[src/rtl/be_seq_pkg.sv]
package be_seq_pkg;

  typedef enum logic {ST_IDLE, ST_BEAT} seq_st_e;

  localparam logic [1:0] SZ_BYTE = 2'd0;

  // operand length in bytes for a size code (code 3 counts as long)
  function automatic logic [2:0] op_bytes(input logic [1:0] sz);
    case (sz)
      2'd0:    return 3'd1;
      2'd1:    return 3'd2;
      default: return 3'd4;
    endcase
  endfunction

  // multibyte operands must begin at an even byte
  function automatic logic is_misaligned(input logic [1:0] sz, input logic a0);
    return (sz != SZ_BYTE) && a0;
  endfunction

  // byte offset of beat idx from the operand start
  function automatic logic [2:0] beat_offset(input logic [1:0] idx, input logic wide);
    return wide ? {idx, 1'b0} : {1'b0, idx};
  endfunction

  // right-shift that brings beat idx of the operand to bit 0
  function automatic logic [5:0] beat_shift(input logic [2:0] nb, input logic [1:0] idx,
                                            input logic wide);
    logic [2:0] rem;
    rem = nb - 3'd1 - {1'b0, idx};
    return wide ? {rem[1:0], 4'b0000} : {rem, 3'b000};
  endfunction

endpackage

[src/rtl/be_beat_plan.sv]
module be_beat_plan
  import be_seq_pkg::*;
#(
  parameter int BUS_W = 16
) (
  input  logic [1:0] sz,
  input  logic       a0,
  output logic [2:0] nb,
  output logic       wide,
  output logic       mis
);

  assign mis = is_misaligned(sz, a0);

  generate
    if (BUS_W == 16) begin : g_bus16
      always_comb begin
        wide = (sz != SZ_BYTE);
        nb   = wide ? (op_bytes(sz) >> 1) : 3'd1;
      end
    end else begin : g_bus8
      always_comb begin
        wide = 1'b0;
        nb   = op_bytes(sz);
      end
    end
  endgenerate

endmodule

[src/rtl/be_lane_drive.sv]
module be_lane_drive
  import be_seq_pkg::*;
#(
  parameter int BUS_W  = 16,
  parameter int ADDR_W = 24,
  parameter int OP_W   = 32
) (
  input  logic              active,
  input  logic [ADDR_W-1:0] base,
  input  logic [OP_W-1:0]   op,
  input  logic [2:0]        nb,
  input  logic [1:0]        idx,
  input  logic              wide,
  output logic [ADDR_W-1:0] addr,
  output logic              strb_hi,
  output logic              strb_lo,
  output logic [BUS_W-1:0]  bus_wd
);

  logic [BUS_W-1:0] part;

  assign addr = base + ADDR_W'(beat_offset(idx, wide));
  assign part = BUS_W'(op >> beat_shift(nb, idx, wide));

  generate
    if (BUS_W == 16) begin : g_bus16
      always_comb begin
        strb_hi = active & (wide | ~addr[0]);
        strb_lo = active & (wide | addr[0]);
        if (wide)         bus_wd = part;
        else if (addr[0]) bus_wd = {8'h00, part[7:0]};
        else              bus_wd = {part[7:0], 8'h00};
      end
    end else begin : g_bus8
      always_comb begin
        strb_hi = active;
        strb_lo = 1'b0;
        bus_wd  = part;
      end
    end
  endgenerate

endmodule

[src/rtl/be_read_collect.sv]
module be_read_collect #(
  parameter int BUS_W = 16,
  parameter int OP_W  = 32
) (
  input  logic             clk,
  input  logic             rst_n,
  input  logic             clear,
  input  logic             capture,
  input  logic             wide,
  input  logic             a0,
  input  logic [BUS_W-1:0] bus_rd,
  output logic [OP_W-1:0]  acc
);

  logic [OP_W-1:0] nxt;

  generate
    if (BUS_W == 16) begin : g_bus16
      always_comb begin
        if (wide) nxt = {acc[OP_W-17:0], bus_rd};
        else      nxt = {acc[OP_W-9:0], (a0 ? bus_rd[7:0] : bus_rd[15:8])};
      end
    end else begin : g_bus8
      always_comb nxt = {acc[OP_W-9:0], bus_rd};
    end
  endgenerate

  always_ff @(posedge clk or negedge rst_n) begin
    if (!rst_n)       acc <= '0;
    else if (clear)   acc <= '0;
    else if (capture) acc <= nxt;
  end

endmodule

[src/rtl/be_bus_sequencer.sv]
module be_bus_sequencer
  import be_seq_pkg::*;
#(
  parameter int BUS_W  = 16,
  parameter int ADDR_W = 24,
  parameter int OP_W   = 32
) (
  input  logic              clk,
  input  logic              rst_n,
  input  logic              req_valid,
  input  logic              req_write,
  input  logic [1:0]        req_size,
  input  logic [ADDR_W-1:0] req_addr,
  input  logic [OP_W-1:0]   req_wdata,
  output logic              busy,
  output logic              done,
  output logic              align_err,
  output logic [OP_W-1:0]   rdata,
  output logic              mem_valid,
  output logic              mem_we,
  output logic [ADDR_W-1:0] mem_addr,
  output logic              mem_strb_hi,
  output logic              mem_strb_lo,
  output logic [BUS_W-1:0]  mem_wdata,
  input  logic [BUS_W-1:0]  mem_rdata,
  input  logic              mem_ready
);

  seq_st_e           st;
  logic [ADDR_W-1:0] a_q;
  logic [OP_W-1:0]   wd_q;
  logic              we_q;
  logic [2:0]        nb_q;
  logic              wide_q;
  logic [1:0]        idx_q;
  logic              done_q;
  logic              err_q;

  logic [2:0] plan_nb;
  logic       plan_wide;
  logic       plan_mis;

  // named events shared with the checker
  logic idle, accept, reject, beat_ack, last_beat, last_ack;

  be_beat_plan #(.BUS_W(BUS_W)) u_plan (
    .sz   (req_size),
    .a0   (req_addr[0]),
    .nb   (plan_nb),
    .wide (plan_wide),
    .mis  (plan_mis)
  );

  assign idle      = (st == ST_IDLE);
  assign accept    = idle & req_valid & ~plan_mis;
  assign reject    = idle & req_valid & plan_mis;
  assign beat_ack  = (st == ST_BEAT) & mem_ready;
  assign last_beat = ({1'b0, idx_q} == (nb_q - 3'd1));
  assign last_ack  = beat_ack & last_beat;

  always_ff @(posedge clk or negedge rst_n) begin
    if (!rst_n) begin
      st     <= ST_IDLE;
      a_q    <= '0;
      wd_q   <= '0;
      we_q   <= 1'b0;
      nb_q   <= 3'd1;
      wide_q <= 1'b0;
      idx_q  <= '0;
      done_q <= 1'b0;
      err_q  <= 1'b0;
    end else begin
      done_q <= last_ack;
      err_q  <= reject;
      if (accept) begin
        st     <= ST_BEAT;
        a_q    <= req_addr;
        wd_q   <= req_wdata;
        we_q   <= req_write;
        nb_q   <= plan_nb;
        wide_q <= plan_wide;
        idx_q  <= '0;
      end else if (last_ack) begin
        st <= ST_IDLE;
      end else if (beat_ack) begin
        idx_q <= idx_q + 2'd1;
      end
    end
  end

  assign busy      = (st == ST_BEAT);
  assign mem_valid = busy;
  assign mem_we    = busy & we_q;
  assign done      = done_q;
  assign align_err = err_q;

  be_lane_drive #(.BUS_W(BUS_W), .ADDR_W(ADDR_W), .OP_W(OP_W)) u_lane (
    .active  (busy),
    .base    (a_q),
    .op      (wd_q),
    .nb      (nb_q),
    .idx     (idx_q),
    .wide    (wide_q),
    .addr    (mem_addr),
    .strb_hi (mem_strb_hi),
    .strb_lo (mem_strb_lo),
    .bus_wd  (mem_wdata)
  );

  be_read_collect #(.BUS_W(BUS_W), .OP_W(OP_W)) u_collect (
    .clk     (clk),
    .rst_n   (rst_n),
    .clear   (accept),
    .capture (beat_ack & ~we_q),
    .wide    (wide_q),
    .a0      (mem_addr[0]),
    .bus_rd  (mem_rdata),
    .acc     (rdata)
  );

endmodule

[config.mk]
export PLATFORM = sky130hd
export DESIGN_NAME = be_bus_sequencer
export DESIGN_NICKNAME = d
export VERILOG_FILES = /design/src/rtl/be_seq_pkg.sv /design/src/rtl/be_beat_plan.sv /design/src/rtl/be_lane_drive.sv /design/src/rtl/be_read_collect.sv /design/src/rtl/be_bus_sequencer.sv
export SDC_FILE = /design/constraint.sdc
export NUM_CORES = 1
export LEC_CHECK = 0
export CAP_MARGIN = 20
export CORE_MARGIN = 4
export CORE_UTILIZATION = 40
export CTS_CLUSTER_DIAMETER = 150
export DETAILED_ROUTE_END_ITERATION = 10
export PLACE_DENSITY = 0.81
export SLEW_MARGIN = 20
export SYNTH_ARGS = -nofsm -noshare
export SYNTH_HDL_FRONTEND = slang
export SYNTH_HIERARCHICAL = 1
export SYNTH_SLANG_ARGS = --single-unit
[constraint.sdc]
create_clock -name clk -period 3 [get_ports clk]
set_clock_uncertainty 0.1 [all_clocks]
set_input_delay 0.6 -clock clk [delete_from_list [all_inputs] [get_ports clk]]
set_output_delay 0.6 -clock clk [all_outputs]
set_load 0.01 [all_outputs]
Word-level counts from Yosys, hierarchy flattened

Cells that the tools add are included.

Add/subtract/negate cells: 4
Eq/ne operators: 3
Shift operators: 1
Muxes and demuxes: 15
Bitwise logic cells: 15
Reductions and logical operators: 7

Operator list:

| cell                | number |
|---|---|
| $mux 32             | 3 |
| $mux 16             | 2 |
| $shr 32x6->16       | 1 |
| $add 24x3->24       | 1 |
| $and 1x1->1         | 9 |
| $mux 2              | 4 |
| $mux 8              | 1 |
| $reduce_bool 2->1   | 4 |
| $mux 6              | 1 |
| $pmux 3 s2          | 1 |
| $not 1->1           | 4 |
| $eq 2x3->1          | 1 |
| $mux 3              | 1 |
| $sub 3x1->3 const B | 1 |
| $sub 3x2->3         | 1 |
| $add 2x1->2 const B | 1 |
| $eq 2x1->1 const B  | 1 |
| $logic_not 2->1     | 1 |
| $mux 1              | 2 |
| $ne 2x2->1 const B  | 1 |
| $or 1x1->1          | 2 |
| $reduce_and 2->1    | 1 |
| $logic_and 1x1->1   | 1 |

Register bits after elaboration: 98
Input port bits: 79
Output and inout port bits: 79
Word-level logic and storage cells: 55

Depth between registers and ports, before layout

Gate-level depths: netlist of the first run.

Word-level depth: 6
Depth in mapped cells: 9

By module

Netlist of the first run, hierarchy kept.

By module, submodules not included:

| module           | instances | cells each | area an instance (um2) |
|---|---|---|---|
| be_bus_sequencer | 1         | 159        | 2552.4 |
| be_read_collect  | 1         | 151        | 1612.8 |
| be_lane_drive    | 1         | 146        | 1098.6 |
| be_beat_plan     | 1         | 6          | 32.5 |

Least setup slack after synthesis of the first run

OpenSTA, ideal clock, no wires.

Kind: reg-to-output
Start point: register wide_q
End point: output mem_addr[19]
Arrival time: 2.166 ns
Slack: 0.134 ns
Cell stages (with the launch flop): 9
Buffers on the path: 2
Path through: dfrtp_1 buf_2 clkbuf_1 o21ai_0 ha_1 nand3_1 a211oi_4 nand4_1 xnor2_1

Word-level cells in the longest chain between the ends: 2

RTL lines:

| what                   | line                   | RTL |
|---|---|---|
| start, declared        | be_bus_sequencer.sv:34 | `logic wide_q;` |
| start signal, assigned | be_bus_sequencer.sv:81 | `wide_q <= plan_wide;` |
| $mux 3                 | be_seq_pkg.sv:23       | `return wide ? {idx, 1'b0} : {1'b0, idx};` |
| $add 24x3->24          | be_lane_drive.sv:22    | `assign addr = base + ADDR_W'(beat_offset(idx, wide));` |
| end, declared          | be_bus_sequencer.sv:21 | `output logic [ADDR_W-1:0] mem_addr,` |

Every way passes these cells.

Worst setup path in the final report of the first run

Start point: register nb_q[0]
End point: output mem_wdata[5]

Word-level cells in the longest chain between the ends: 6

RTL lines:

| what                   | line                   | RTL |
|---|---|---|
| start, declared        | be_bus_sequencer.sv:33 | `logic [2:0] nb_q;` |
| start signal, assigned | be_bus_sequencer.sv:80 | `nb_q <= plan_nb;` |
| $sub 3x1->3 *          | be_seq_pkg.sv:30       | `rem = nb - 3'd1 - {1'b0, idx};` |
| $sub 3x2->3 *          | be_seq_pkg.sv:30       |  |
| $mux 6 *               | be_seq_pkg.sv:31       | `return wide ? {rem[1:0], 4'b0000} : {rem, 3'b000};` |
| $shr 32x6->16 *        | be_lane_drive.sv:23    | `assign part = BUS_W'(op >> beat_shift(nb, idx, wide));` |
| $mux 16                | be_lane_drive.sv:31    | `else if (addr[0]) bus_wd = {8'h00, part[7:0]};` |
| $mux 16 *              | be_lane_drive.sv:30    | `if (wide) bus_wd = part;` |
| end, declared          | be_bus_sequencer.sv:24 | `output logic [BUS_W-1:0] mem_wdata,` |

Every way passes the cells marked *; elsewhere a longest branch is shown, timed or not.

==> flow_summary.toml, run 1 <==
[status]
status = "finished, violations left"
violations = "negative setup slack"

[timing]
max_slew_margin_pct = 46.9
worstMarginPinSlew_ns = 0.797
fin_crit_sh_pct = 105
fmax_ghz = 0.316
setup_viol = 21
setup-tns-final_ns = -1.86
setup_ws_ns = -0.162
holdWs_ns = 0.248
timing.final.crit_period_ns = 3.16
rsz0062_at_grt = "yes"
hold_viol_final = 0
slew_viol_final = 0

[critical_path]
reg2reg_from = "idx_q[0]"
slowest_stage = "dfstp_2"
crit_chain = "ha_4, fa_2, buf_6, mux2i_1, nand2_1, o221ai_4, a211oi_2, buf_2"
crit_type = "register to output port"
cpPeakStageDelay_ns = 0.56
arrival_ns = 2.46
setup.worst_path.start = "nb_q[0]"
worstSetupStartpointType = "register"
cp.required_ns = 2.30
path_max_fanout = 6
crit_path_end_kind = "output port"

[place]
io_buffers = 157
place_hpwl_mm = 10.2
gp_congestion = 0.873
dp_cells = 783

[routing]
drtPass1Iterations = 6
vias = 4261
final_antenna_net_count = 0
drc = 0
wirelength_mm = 14.4
vias_per_cell = 5.29
drt-wirelength-per-cell_um = 17.9
drt_iter0_markers = 263

[yosys]
synth_top_area_share_pct = 45.8
yosys-top-cells-area = "dfrtp_1 46%, mux2i_1 9.4%, mux2_2 7.4%"
syn_nets = 548
synth_cells = 462
synth_seq_area_share_pct = 46.3
ys_async_sr_fraction_pct = 100
yosys_warnings = 6
synth-edff-count = 0
synth_seq_cells = 98
yosysMostFrequentCell = "dfrtp_1"
synth_commonest_cells = "97 x dfrtp_1, 50 x mux2i_1, 39 x nor2_1"
synth_top_area_cell = "dfrtp_1"
syn_area_um2 = 5300
ys_types = 46
avgSynthCellArea_um2 = 11.5
ys.flop_type = "dfrtp_1"

[cells_and_area]
insertedDiodeCount = 0
fin_util_pct = 60.2
nets = 716
drive_above_1_share_pct = 28.1
area_growth_pct = 45.2
final_cells = 806

[global_route]
grt_max_degree = 65
gr-total-overflow = 0
antenna_found_initial = 0
grtUsageTotal_pct = 19.4
grt_pass1_wl_mm = 23.1
grt_pass1_vias = 4559

[power]
vdd_drop_max_v = 0.00101
leakagePower_nw = 3.27
power_density_nw_per_um2 = 1270

[die]
die_area_um2 = 15100
start_util_pct = 41.5
die_w_um = 123
die_h_um = 123
row_count = 41
ioPinCount = 158
core_area_um2 = 12800

[clock_tree]
clock_latency_ns = 0.34
cts_max_level = 3
cts_tree = "done"
cts_buffer_depth = 2
ctsRootBufferMaster = "clkbuf_16"
cts.clk_slew.worst_paths_ns = 0.06
hold_buffers = 0
numCtsBuffers = 9
clock_sinks = 98

[run]
cap_violations = 0

[hold_path]
hp-class = "primary input to async pin"
-- worst max-delay path: cells and delay by family (launching register included) --
kind                       cells  cell delay, ns
adders and majority gates      2            0.64
DFF                            1            0.56
buffers and inverters          2            0.36
AOI/OAI and AO/OA              2            0.33
muxes                          1            0.12
and+or+nand+nor                1            0.12
-- cell usage in the layout, fill, tap and decap left out, types with 8 or more instances in the layout --
cell type,instances
buf_4,24
nand2_1,13
or3b_1,8
mux2_2,35
clkdlybuf4s50_1,118
a211oi_1,25
xor2_1,10
buf_2,32
clkbuf_16,9
xnor2_1,13
buf_6,8
dfrtp_1,96
mux2i_1,49
o21ai_0,10
a311oi_1,8
mux2_1,24
nor2_1,36
-- power by group --
group | leakage, nW | switching [W] | internal, W
clock network | 0.133 | 0.000466 | 0.000641
registers | 1.17 | 0.000731 | 0.00200
logic | 1.96 | 0.00287 | 0.00309
total | 3.27 | 0.00407 | 0.00573
-- routing by layer --
layer / vias up / wire length (um) / GRT usage (%)
met5: - / 0 / 0
li1: 2026 / - / -
met4: 0 / 356 / 9.00
met1: 2084 / 6000 / 24.6
met3: 28 / 787 / 3.66
met2: 123 / 7300 / 32.3
-- state kept, by name, summed over array words and instances (netlist names) --
register	cells
we_q	1
u_collect/acc	32
a_q	24
nb_q	3
busy	1
wd_q	32
idx_q	2
done	1
wide_q	1
align_err	1
-- cell families (layout without fill, tap and decap cells) --
logic type | Yosys count | in the layout | synth area share, %
multiplexers | 109 | 109 | 22.0
AND/OR/NAND/NOR | 107 | 107 | 10.6
flip-flops | 98 | 98 | 46.3
AO/OA/AOI/OAI | 75 | 75 | 10.4
buffers and inverters | 39 | 211 | 4.35
XOR/XNOR | 26 | 26 | 4.30
adder cells (fa/ha/maj) | 7 | 7 | 1.94
other | 1 | 1 | 0.0708
-- final timing paths --
check,to,slack [ns],depth (start not counted)
worst min-delay path,u_collect/acc[22],0.25,1
worst min register to register,wd_q[14],0.43,1
min in group clk,wd_q[14],0.43,1
worst max-delay path,mem_wdata[5],-0.16,8
max in group asynchronous,nb_q[0],1.82,2
worst max register to register,u_collect/acc[2],1.06,7
-- through the flow --
| step | setup WS (ns) | power, W | instance area [um^2] |
|---|---|---|---|
| 3_3_place_gp | -0.244 | 0.00798 | 7130 |
| 2_1_floorplan | 0.134 | 0.00562 | 5300 |
| 5_1_grt | -0.226 | 0.0105 | 7690 |
| 6_report | -0.162 | 0.00980 | 7690 |
| 3_5_place_dp | -0.261 | 0.00816 | 7130 |
| 4_1_cts | -0.143 | 0.00953 | 7530 |
-- cell type report --
class / instances / area (um^2)
Fill cell: 1013 / 5080
Multi-Input combinational cell: 325 / 3000
Sequential cell: 98 / 2450
Timing Repair Buffer: 191 / 1720
Clock buffer: 12 / 236
Tap cell: 172 / 215
Clock inverter: 3 / 42.5
Inverter: 5 / 18.8
-- timing repair --
action                     4_1_cts  5_1_grt
pin swaps                       25       27
gates cloned                     0        0
buffers inserted                 6        5
gates resized for setup        183       40
setup endpoints to repair       38       36
(Power assumes the default switching activity.)
==> run 2: changes to the inputs <==
CAP_MARGIN = unset   (was 20)
==> results of run 2 <==
Final layout, timing and power as in run 1 (identical DEF).
==> run 3: changes to the inputs <==
CAP_MARGIN = 20   (was unset)
SKIP_CTS_REPAIR_TIMING = 1   (was unset)
==> flow_summary.toml, run 3 (synthesis results as in run 1) <==
[timing]
max_slew_margin_pct = 46.4
setup_viol = 27
fin_crit_sh_pct = 107
slew_viol_final = 0
worstMarginPinSlew_ns = 0.804
setup_ws_ns = -0.196
fmax_ghz = 0.313
timing.final.crit_period_ns = 3.20
holdWs_ns = 0.249
hold_viol_final = 0
rsz0062_at_grt = "yes"

[global_route]
antenna_found_initial = 0
grt_max_degree = 65
gr-total-overflow = 0
grt_pass1_wl_mm = 22.2
grtUsageTotal_pct = 18.6
grt_pass1_vias = 4410

[die]
start_util_pct = 41.5
ioPinCount = 158
row_count = 41
core_area_um2 = 12800
die_w_um = 123
die_area_um2 = 15100
die_h_um = 123

[clock_tree]
clock_latency_ns = 0.34
ctsRootBufferMaster = "clkbuf_16"
cts_buffer_depth = 2
cts_max_level = 3
clock_sinks = 98
cts.clk_slew.worst_paths_ns = 0.06
numCtsBuffers = 9
cts_tree = "done"

[power]
leakagePower_nw = 3.34
total_power_w = 0.00982
vdd_drop_max_v = 0.000901
power_density_nw_per_um2 = 1270

[place]
dp_cells = 783
io_buffers = 157
gp_congestion = 0.873
place_hpwl_mm = 10.2

[cells_and_area]
insertedDiodeCount = 0
area_growth_pct = 46.4
layout_common_cells = "118 x clkdlybuf4s50_1, 96 x dfrtp_1, 48 x mux2i_1, 36 x nor2_1, 35 x mux2_2"
reg.largest.list = "u_collect/acc: 32 flops, wd_q: 32 flops, a_q: 24 flops"
drive_above_1_share_pct = 28.6
final_common_cell = "clkdlybuf4s50_1"
final_cells = 805
nets = 715

[critical_path]
reg2reg_depth = 7
rr_endpoint = "u_collect/acc[2]"
r2r_slack_ns = 1.07
cp.required_ns = 2.30
crit_type = "register to output port"
worstSetupStartpointType = "register"
crit_path_end_kind = "output port"
reg2reg_from = "idx_q[0]"
arrival_ns = 2.50
path_max_fanout = 6

[routing]
highest_layer = "met4"
drc = 0
met3_length_um = 812
drtPass1Iterations = 4
drt-wirelength-per-cell_um = 18.2
wl_met1_mm = 6.06
wirelength_mm = 14.6
vias_per_cell = 5.26
wl_met2_mm = 7.38
final_antenna_net_count = 0
drt_iter0_markers = 306
vias = 4238

[status]
status = "finished, violations left"
violations = "negative setup slack"

[hold_path]
hp-class = "primary input to async pin"

[run]
cap_violations = 0
-- run 3: changes by cell type in the layout (fill, tap and decap cells not counted), moves of 2 or more --
cell | previous run | this run
buf_2 | 32 | 30
nand3_1 | 7 | 5
dlymetal6s2s_1 | 0 | 6
xnor2_1 | 13 | 10
nand3_2 | 3 | 5
xnor2_2 | 3 | 6
a21oi_4 | 2 | 0
buf_4 | 24 | 22
dlygate4sd2_1 | 2 | 0
a21oi_2 | 0 | 2
-- run 3: routing by layer --
metal	vias up	global-route usage (%)
li1	2023	-
met5	-	0
met2	133	30.6
met1	2051	24.4
met3	31	3.29
met4	0	7.68
-- run 3: worst max path at each step --
stage	startpoint	end	slack, ns	cells after the start
final	nb_q[0]	mem_wdata[13]	-0.20	8
after CTS	idx_q[0]	mem_wdata[4]	-0.66	7
after global placement	nb_q[0]	mem_wdata[5]	-0.24	8
after floorplan	wide_q	mem_addr[19]	0.13	8
after global routing	nb_q[0]	mem_wdata[13]	-0.25	8
after detailed placement	idx_q[0]	mem_wdata[4]	-0.26	7
-- run 3: layout make-up --
cell class	instances	area, um^2
Sequential cell	98	2450
Tap cell	172	215
Inverter	5	18.8
Timing Repair Buffer	190	1750
Fill cell	1004	5020
Clock inverter	3	42.5
Multi-Input combinational cell	325	3030
Clock buffer	12	236
-- run 3: where the power goes --
part / total (W) / leakage (nW) / internal, W / switching [W]
logic: 0.00597 / 2.04 / 0.00311 / 0.00286
clock network: 0.00111 / 0.133 / 0.000641 / 0.000465
registers: 0.00275 / 1.17 / 0.00200 / 0.000749
total: 0.00982 / 3.34 / 0.00575 / 0.00407
-- run 3: worst max-delay path, cell delays in order (launching register included) --
cell,delay [ns]
dfstp_2,0.56
ha_4,0.14
fa_2,0.52
buf_6,0.18
mux2i_1,0.12
nand2_1,0.12
o221ai_4,0.12
o22ai_2,0.22
buf_2,0.18
-- run 3: through the flow --
step                instance area [um^2]  utilization, %  setup TNS [ns]  setup WS [ns]
CTS                                 7410            58.0          -19.13         -0.663
global placement                    7130            55.8           -3.72         -0.244
finish                              7750            60.7           -2.61         -0.196
global route                        7750            60.7           -5.33         -0.251
detailed placement                  7130            55.8           -4.68         -0.261
floorplan                           5300               -               0          0.134
